**src/rtl/uart_baud_pkg.sv**
```systemverilog
package uart_baud_pkg;
   localparam int unsigned DEF_PRE_W    = 4;
   localparam int unsigned DEF_DIV_W    = 10;
   localparam int unsigned DEF_REG_W    = 32;
   localparam int unsigned DEF_DIV_LSB  = 0;
   localparam int unsigned DEF_PRE_LSB  = 16;
   localparam int unsigned DEF_STAT_W   = 8;
   localparam int unsigned DEF_BUSY_BIT = 5;
   localparam int unsigned DEF_OS_RATE  = 13;

   // clocks per oversample tick for given minus-one fields
   function automatic int unsigned os_period(input int unsigned pre_m1,
                                             input int unsigned div_m1);
      return (pre_m1 + 1) * (div_m1 + 1);
   endfunction
endpackage

```
**src/rtl/uart_baud_regs.sv**
```systemverilog
module uart_baud_regs #(
   parameter int unsigned PRE_W   = 4,
   parameter int unsigned DIV_W   = 10,
   parameter int unsigned REG_W   = 32,
   parameter int unsigned PRE_LSB = 16,
   parameter int unsigned DIV_LSB = 0
) (
   input  logic             clk,
   input  logic             rst_n,
   input  logic             wr_en,
   input  logic [REG_W-1:0] wr_data,
   input  logic             tc,
   output logic [PRE_W-1:0] act_pre,
   output logic [DIV_W-1:0] act_div,
   output logic [PRE_W-1:0] nxt_pre,
   output logic [DIV_W-1:0] nxt_div,
   output logic             busy
);
   logic [PRE_W-1:0] shd_pre;
   logic [DIV_W-1:0] shd_div;
   logic             adopt;

   assign adopt   = tc && busy;
   assign nxt_pre = busy ? shd_pre : act_pre;
   assign nxt_div = busy ? shd_div : act_div;

   always_ff @(posedge clk or negedge rst_n) begin
      if (!rst_n) begin
         shd_pre <= '0;
         shd_div <= '0;
         act_pre <= '0;
         act_div <= '0;
         busy    <= 1'b0;
      end else begin
         if (adopt) begin
            act_pre <= shd_pre;
            act_div <= shd_div;
            busy    <= 1'b0;
         end
         if (wr_en) begin
            shd_pre <= wr_data[PRE_LSB +: PRE_W];
            shd_div <= wr_data[DIV_LSB +: DIV_W];
            busy    <= 1'b1;
         end
      end
   end

   AST_BUSY_HOLD: assert property (@(posedge clk) disable iff (!rst_n)
      (busy && !tc) |=> busy);
   AST_ACT_STABLE: assert property (@(posedge clk) disable iff (!rst_n)
      !(busy && tc) |=> $stable({act_pre, act_div}));
   AST_BUSY_FALL: assert property (@(posedge clk) disable iff (!rst_n)
      $fell(busy) |-> $past(tc));
endmodule

```
**src/rtl/uart_baud_div.sv**
```systemverilog
module uart_baud_div #(
   parameter int unsigned PRE_W = 4,
   parameter int unsigned DIV_W = 10
) (
   input  logic             clk,
   input  logic             rst_n,
   input  logic [PRE_W-1:0] act_pre,
   input  logic [DIV_W-1:0] act_div,
   input  logic [PRE_W-1:0] nxt_pre,
   input  logic [DIV_W-1:0] nxt_div,
   output logic             tc,
   output logic             os_tick
);
   logic [PRE_W-1:0] pcnt;
   logic [DIV_W-1:0] dcnt;
   logic             pre_zero;

   assign pre_zero = (pcnt == '0);
   assign tc       = pre_zero && (dcnt == '0);

   always_ff @(posedge clk or negedge rst_n) begin
      if (!rst_n) begin
         pcnt    <= '0;
         dcnt    <= '0;
         os_tick <= 1'b0;
      end else begin
         os_tick <= tc;
         if (tc) begin
            pcnt <= nxt_pre;
            dcnt <= nxt_div;
         end else if (pre_zero) begin
            pcnt <= act_pre;
            dcnt <= dcnt - 1'b1;
         end else begin
            pcnt <= pcnt - 1'b1;
         end
      end
   end

   AST_PCNT_BOUND: assert property (@(posedge clk) disable iff (!rst_n)
      pcnt <= act_pre);
   AST_DCNT_BOUND: assert property (@(posedge clk) disable iff (!rst_n)
      dcnt <= act_div);
endmodule

```
**src/rtl/uart_baud_phase.sv**
```systemverilog
module uart_baud_phase #(
   parameter int unsigned OS_RATE = 13
) (
   input  logic clk,
   input  logic rst_n,
   input  logic tc,
   input  logic start_edge,
   output logic bit_tick
);
   localparam int unsigned OS_CW = (OS_RATE > 1) ? $clog2(OS_RATE) : 1;

   generate
      if (OS_RATE == 1) begin : g_pass
         always_ff @(posedge clk or negedge rst_n) begin
            if (!rst_n) bit_tick <= 1'b0;
            else        bit_tick <= tc && !start_edge;
         end
      end else begin : g_count
         localparam logic [OS_CW-1:0] LAST = OS_CW'(OS_RATE - 1);
         logic [OS_CW-1:0] ocnt;
         always_ff @(posedge clk or negedge rst_n) begin
            if (!rst_n) begin
               ocnt     <= '0;
               bit_tick <= 1'b0;
            end else begin
               bit_tick <= tc && !start_edge && (ocnt == LAST);
               if (start_edge)  ocnt <= '0;
               else if (tc)     ocnt <= (ocnt == LAST) ? '0 : ocnt + 1'b1;
            end
         end
         AST_OCNT_RANGE: assert property (@(posedge clk) disable iff (!rst_n)
            ocnt <= LAST);
      end
   endgenerate
endmodule

```
**src/rtl/uart_baud_gen.sv**
```systemverilog
module uart_baud_gen
   import uart_baud_pkg::*;
#(
   parameter int unsigned PRE_W    = DEF_PRE_W,
   parameter int unsigned DIV_W    = DEF_DIV_W,
   parameter int unsigned REG_W    = DEF_REG_W,
   parameter int unsigned DIV_LSB  = DEF_DIV_LSB,
   parameter int unsigned PRE_LSB  = DEF_PRE_LSB,
   parameter int unsigned STAT_W   = DEF_STAT_W,
   parameter int unsigned BUSY_BIT = DEF_BUSY_BIT,
   parameter int unsigned OS_RATE  = DEF_OS_RATE
) (
   input  logic              clk,
   input  logic              rst_n,
   input  logic              cfg_we,
   input  logic [REG_W-1:0]  cfg_wdata,
   input  logic              start_edge,
   output logic [REG_W-1:0]  cfg_rdata,
   output logic [STAT_W-1:0] stat_o,
   output logic              os_tick,
   output logic              bit_tick
);
   generate
      if (PRE_LSB < DIV_LSB + DIV_W) begin : g_chk_overlap
         $error("prescaler field overlaps divisor field");
      end
      if (PRE_LSB + PRE_W > REG_W) begin : g_chk_fit
         $error("prescaler field exceeds register width");
      end
      if (BUSY_BIT >= STAT_W) begin : g_chk_busy
         $error("busy bit outside status word");
      end
      if (OS_RATE < 1) begin : g_chk_rate
         $error("oversample rate must be at least one");
      end
   endgenerate

   logic [PRE_W-1:0] act_pre, nxt_pre;
   logic [DIV_W-1:0] act_div, nxt_div;
   logic             busy, tc;

   uart_baud_regs #(.PRE_W(PRE_W), .DIV_W(DIV_W), .REG_W(REG_W),
                    .PRE_LSB(PRE_LSB), .DIV_LSB(DIV_LSB)) regs_i (
      .clk(clk), .rst_n(rst_n), .wr_en(cfg_we), .wr_data(cfg_wdata), .tc(tc),
      .act_pre(act_pre), .act_div(act_div), .nxt_pre(nxt_pre),
      .nxt_div(nxt_div), .busy(busy));

   uart_baud_div #(.PRE_W(PRE_W), .DIV_W(DIV_W)) div_i (
      .clk(clk), .rst_n(rst_n), .act_pre(act_pre), .act_div(act_div),
      .nxt_pre(nxt_pre), .nxt_div(nxt_div), .tc(tc), .os_tick(os_tick));

   uart_baud_phase #(.OS_RATE(OS_RATE)) phase_i (
      .clk(clk), .rst_n(rst_n), .tc(tc), .start_edge(start_edge),
      .bit_tick(bit_tick));

   always_comb begin
      cfg_rdata = '0;
      cfg_rdata[DIV_LSB +: DIV_W] = act_div;
      cfg_rdata[PRE_LSB +: PRE_W] = act_pre;
      stat_o = '0;
      stat_o[BUSY_BIT] = busy;
   end

   AST_BUSY_SET: assert property (@(posedge clk) disable iff (!rst_n)
      cfg_we |=> stat_o[BUSY_BIT]);
   AST_BIT_WITH_TICK: assert property (@(posedge clk) disable iff (!rst_n)
      bit_tick |-> os_tick);
   AST_START_QUIET: assert property (@(posedge clk) disable iff (!rst_n)
      start_edge |=> !bit_tick);
endmodule

```
**config.mk**
```make
export PLATFORM = sky130hd
export DESIGN_NAME = uart_baud_gen
export DESIGN_NICKNAME = d
export VERILOG_FILES = /design/src/rtl/uart_baud_pkg.sv /design/src/rtl/uart_baud_regs.sv /design/src/rtl/uart_baud_div.sv /design/src/rtl/uart_baud_phase.sv /design/src/rtl/uart_baud_gen.sv
export SDC_FILE = /design/constraint.sdc
export NUM_CORES = 1
export LEC_CHECK = 0
export ABC_AREA = 1
export BUFFER_PORTS_ARGS = -buffer_cell sky130_fd_sc_hd__buf_2
export CAP_MARGIN = 15
export CORE_MARGIN = 2
export CORE_UTILIZATION = 54
export CTS_BUF_LIST = sky130_fd_sc_hd__clkbuf_8
export CTS_CLUSTER_DIAMETER = 200
export DETAILED_ROUTE_END_ITERATION = 6
export GPL_TIMING_DRIVEN = 0
export HOLD_SLACK_MARGIN = 0.03
export PLACE_DENSITY_LB_ADDON = 0.12
export REMOVE_ABC_BUFFERS = 1
export SKIP_CTS_REPAIR_TIMING = 1
export SLEW_MARGIN = 20
export SYNTH_ARGS = -nofsm -noshare
export SYNTH_HDL_FRONTEND = slang
export SYNTH_SLANG_ARGS = --single-unit
```
**constraint.sdc**
```tcl
create_clock -name clk -period 2.1 [get_ports clk]
set_input_delay 0.105 -clock clk [delete_from_list [all_inputs] [get_ports clk]]
set_output_delay 0.105 -clock clk [all_outputs]
set_load 0.02 [all_outputs]
```
==> flow_metrics.tcl <==
set metrics [dict create \
    first_global_vias 2046 \
    total_power_mw 3.60 \
    fin_setup_tns_ns 0 \
    cts_tree "yes" \
    core_area_um2 5040 \
    drt_iter0_drc 122 \
    ys.warnings.count 0 \
    grt_overflow 0 \
    syn_avg_cell_area_um2 7.64 \
    hold_depth 3 \
    ys_ff_latch 49 \
    synth_edf_count 0 \
    finalCritPeriodShare_pct 90.6 \
    syn-cell-area_um2 2800 \
    num_antenna_cells 0 \
    ios 78 \
    rrSetupSlack_ns 0.20 \
    slew_violations 0 \
    layoutNonFillerInstCount 487 \
    setup_viol 0 \
    port-buffer-count 34 \
    drtPass1Iterations 5 \
    start_kind "flop" \
    mostFrequentLayoutCell "nand2_1" \
    cts_root_buf "clkbuf_8" \
    drv_cap 0 \
    grt_max_degree 27 \
    nFillCells 462 \
    insertion_delay_ns 0.30 \
    clock-skew-final_ns 0.00280 \
    cts_sinks 49 \
    die_y_um 76.0 \
    grt_usage_pct 19.8 \
    fin_hold_ws_ns 0.00545 \
    die_area_um2 5780 \
    rsz0062_at_grt "false" \
    slowest_delay_ns 0.39 \
    place_inst 460 \
    yosys.area.top_type "dfrtp_1" \
    slew_headroom_pct 54.2 \
    rows 26 \
    clock.fmax_mhz 526 \
    hold_path_class "input port to flop" \
    required_ns 2.30 \
    final_cell_mix "142 x nand2_1, 49 x dfrtp_1, 34 x inv_1, 34 x buf_2, 27 x o21ai_0" \
    ys_seq_area_share_pct 43.7 \
    drive_above_1_share_pct 16.1 \
    hpwl_mm 3.83 \
    vias_per_cell 4.88 \
    post_dp_cell_area_um2 2920 \
    die_w_um 76.0 \
    synthDominantCellAreaShare_pct 43.7 \
    min_to "regs_i.shd_div[8]" \
    numCtsBuffers 5 \
    critPathMaxFanout 21 \
    ys.flop_type "dfrtp_1" \
    antenna_found_initial 0 \
    ant_nets 0 \
    path_class "flop to flop" \
    rr_worst_depth 10 \
    synth.distinct_cells 27 \
    arrival_ns 2.10 \
    place_congestion 0.811 \
    endpoint_kind "flop" \
    slowest_stage "dfrtp_1" \
    final_area_um2 3210 \
    leakagePower_nw 1.74 \
    crit_chain "inv_1 > ha_1 > inv_1 > nor2_2 > nand2_4 > nor2_2 > nand2_4 > nor2_4 > buf_4 > o21ai_1" \
    r2r-end "regs_i.act_div[0]" \
    htreeDepth 2 \
    status "finished, final reports clean" \
    num_vias 2378 \
    syn2layout_area_growth_pct 14.5 \
    power_density_nw_per_um2 1120 \
    grt_pass1_wl_mm 9.47 \
    synth_area_leaders "dfrtp_1 44%, nand2_1 19%, buf_4 7.2%" \
    min-delay-start "cfg_wdata[8]" \
    clock_path_buffers 2 \
    final_hold_viol_count 0 \
    wl_mm 5.83 \
    clk_pin_slew_ns 0.09 \
    worst_pin_slew_ns 0.684 \
    wl_per_cell_um 12.0 \
    synth-async-reset-ratio_pct 100 \
    fin_nets 457 \
    r2r_start "div_i.pcnt[0]" \
    syn_inst 367 \
    initial_core_util_pct 55.6 \
    ir_drop_v 0.000651 \
    drc 0 \
    min_period_ns 1.90 \
]
[power breakdown]
part           total, mW  internal, mW  switching [mW]
Combinational       1.66         0.569            1.09
Sequential          1.41          1.21           0.201
Clock              0.537         0.227           0.310
Total               3.60          2.00            1.60
[worst max-delay path by stage]
stage                             start                end  depth (start not counted)
after floorplan           div_i.pcnt[0]      div_i.pcnt[3]                         10
final                     div_i.pcnt[0]  regs_i.act_div[0]                         10
after global placement    div_i.pcnt[0]      div_i.dcnt[6]                         10
after detailed placement  div_i.pcnt[0]      div_i.dcnt[7]                         10
after global routing      div_i.pcnt[0]  regs_i.act_div[0]                         10
after CTS                 div_i.pcnt[0]      div_i.dcnt[7]                         10
[worst max-delay path, delay by kind of cell (launching register included)]
family / cells / cell delay (ns)
simple gates: 5 / 0.88
flops: 1 / 0.39
buf+inv: 3 / 0.33
fa+ha+maj: 1 / 0.14
compound gates: 1 / 0.06
[final cells by class]
| class | instances | area (um2) | share of cell area, % |
|---|---|---|---|
| multi-input cells | 274 | 1320 | 41.0 |
| flip-flops and latches | 49 | 1230 | 38.2 |
| repair buffers | 51 | 355 | 11.1 |
| inverters | 34 | 131 | 4.10 |
| well taps | 70 | 87.6 | 2.73 |
| clock buffers | 5 | 68.8 | 2.15 |
| clock inverters | 3 | 15.0 | 0.468 |
| repair inverters | 1 | 7.51 | 0.234 |
[cell usage after synthesis (2+ instances only)]
library cell / count
nor2_2: 3
buf_6: 2
nor3_1: 2
nor2_1: 13
clkbuf_1: 5
nand2_1: 143
nand4_1: 10
nor2_4: 2
ha_1: 5
dfrtp_1: 49
nand3_1: 21
buf_4: 27
o21ai_2: 9
a21oi_1: 3
xor2_1: 3
o21ai_0: 27
inv_1: 33
[stage by stage]
| step | worst slack (ns) | utilization (%) |
|---|---|---|
| global route | 0.0269 | 63.6 |
| floorplan | 0.302 | - |
| CTS | -0.238 | 59.5 |
| detailed placement | -0.215 | 57.9 |
| global placement | -0.215 | 57.5 |
| finish | 0.198 | 63.6 |
[state kept, by name, indices dropped and copies added (netlist names)]
signal and cells:
div_i.pcnt 4, div_i.os_tick 1, regs_i.shd_div 10, regs_i.shd_pre 4
phase_i.bit_tick 1, regs_i.act_pre 4, regs_i.act_div 10, regs_i.busy 1
phase_i.g_count.ocnt 4, div_i.dcnt 10
[per-layer routing]
layer	routed length, um	global-route usage [%]
met1	2800	27.8
met2	2650	31.3
met3	308	4.27
met4	61	5.45
met5	0	0
[logic make-up (layout without fill, tap and decap cells)]
logic type / Yosys count / in the layout / share of synthesized area, %
buffers and inverters: 70 / 94 / 13.6
AOI/OAI and AO/OA: 41 / 41 / 8.62
and+or+nand+nor: 197 / 199 / 30.4
xor gates and xnor gates: 4 / 4 / 1.25
other: 1 / 25 / 0.134
adders and majority gates: 5 / 5 / 2.23
DFF: 49 / 49 / 43.8
(Power assumes the default switching activity.)
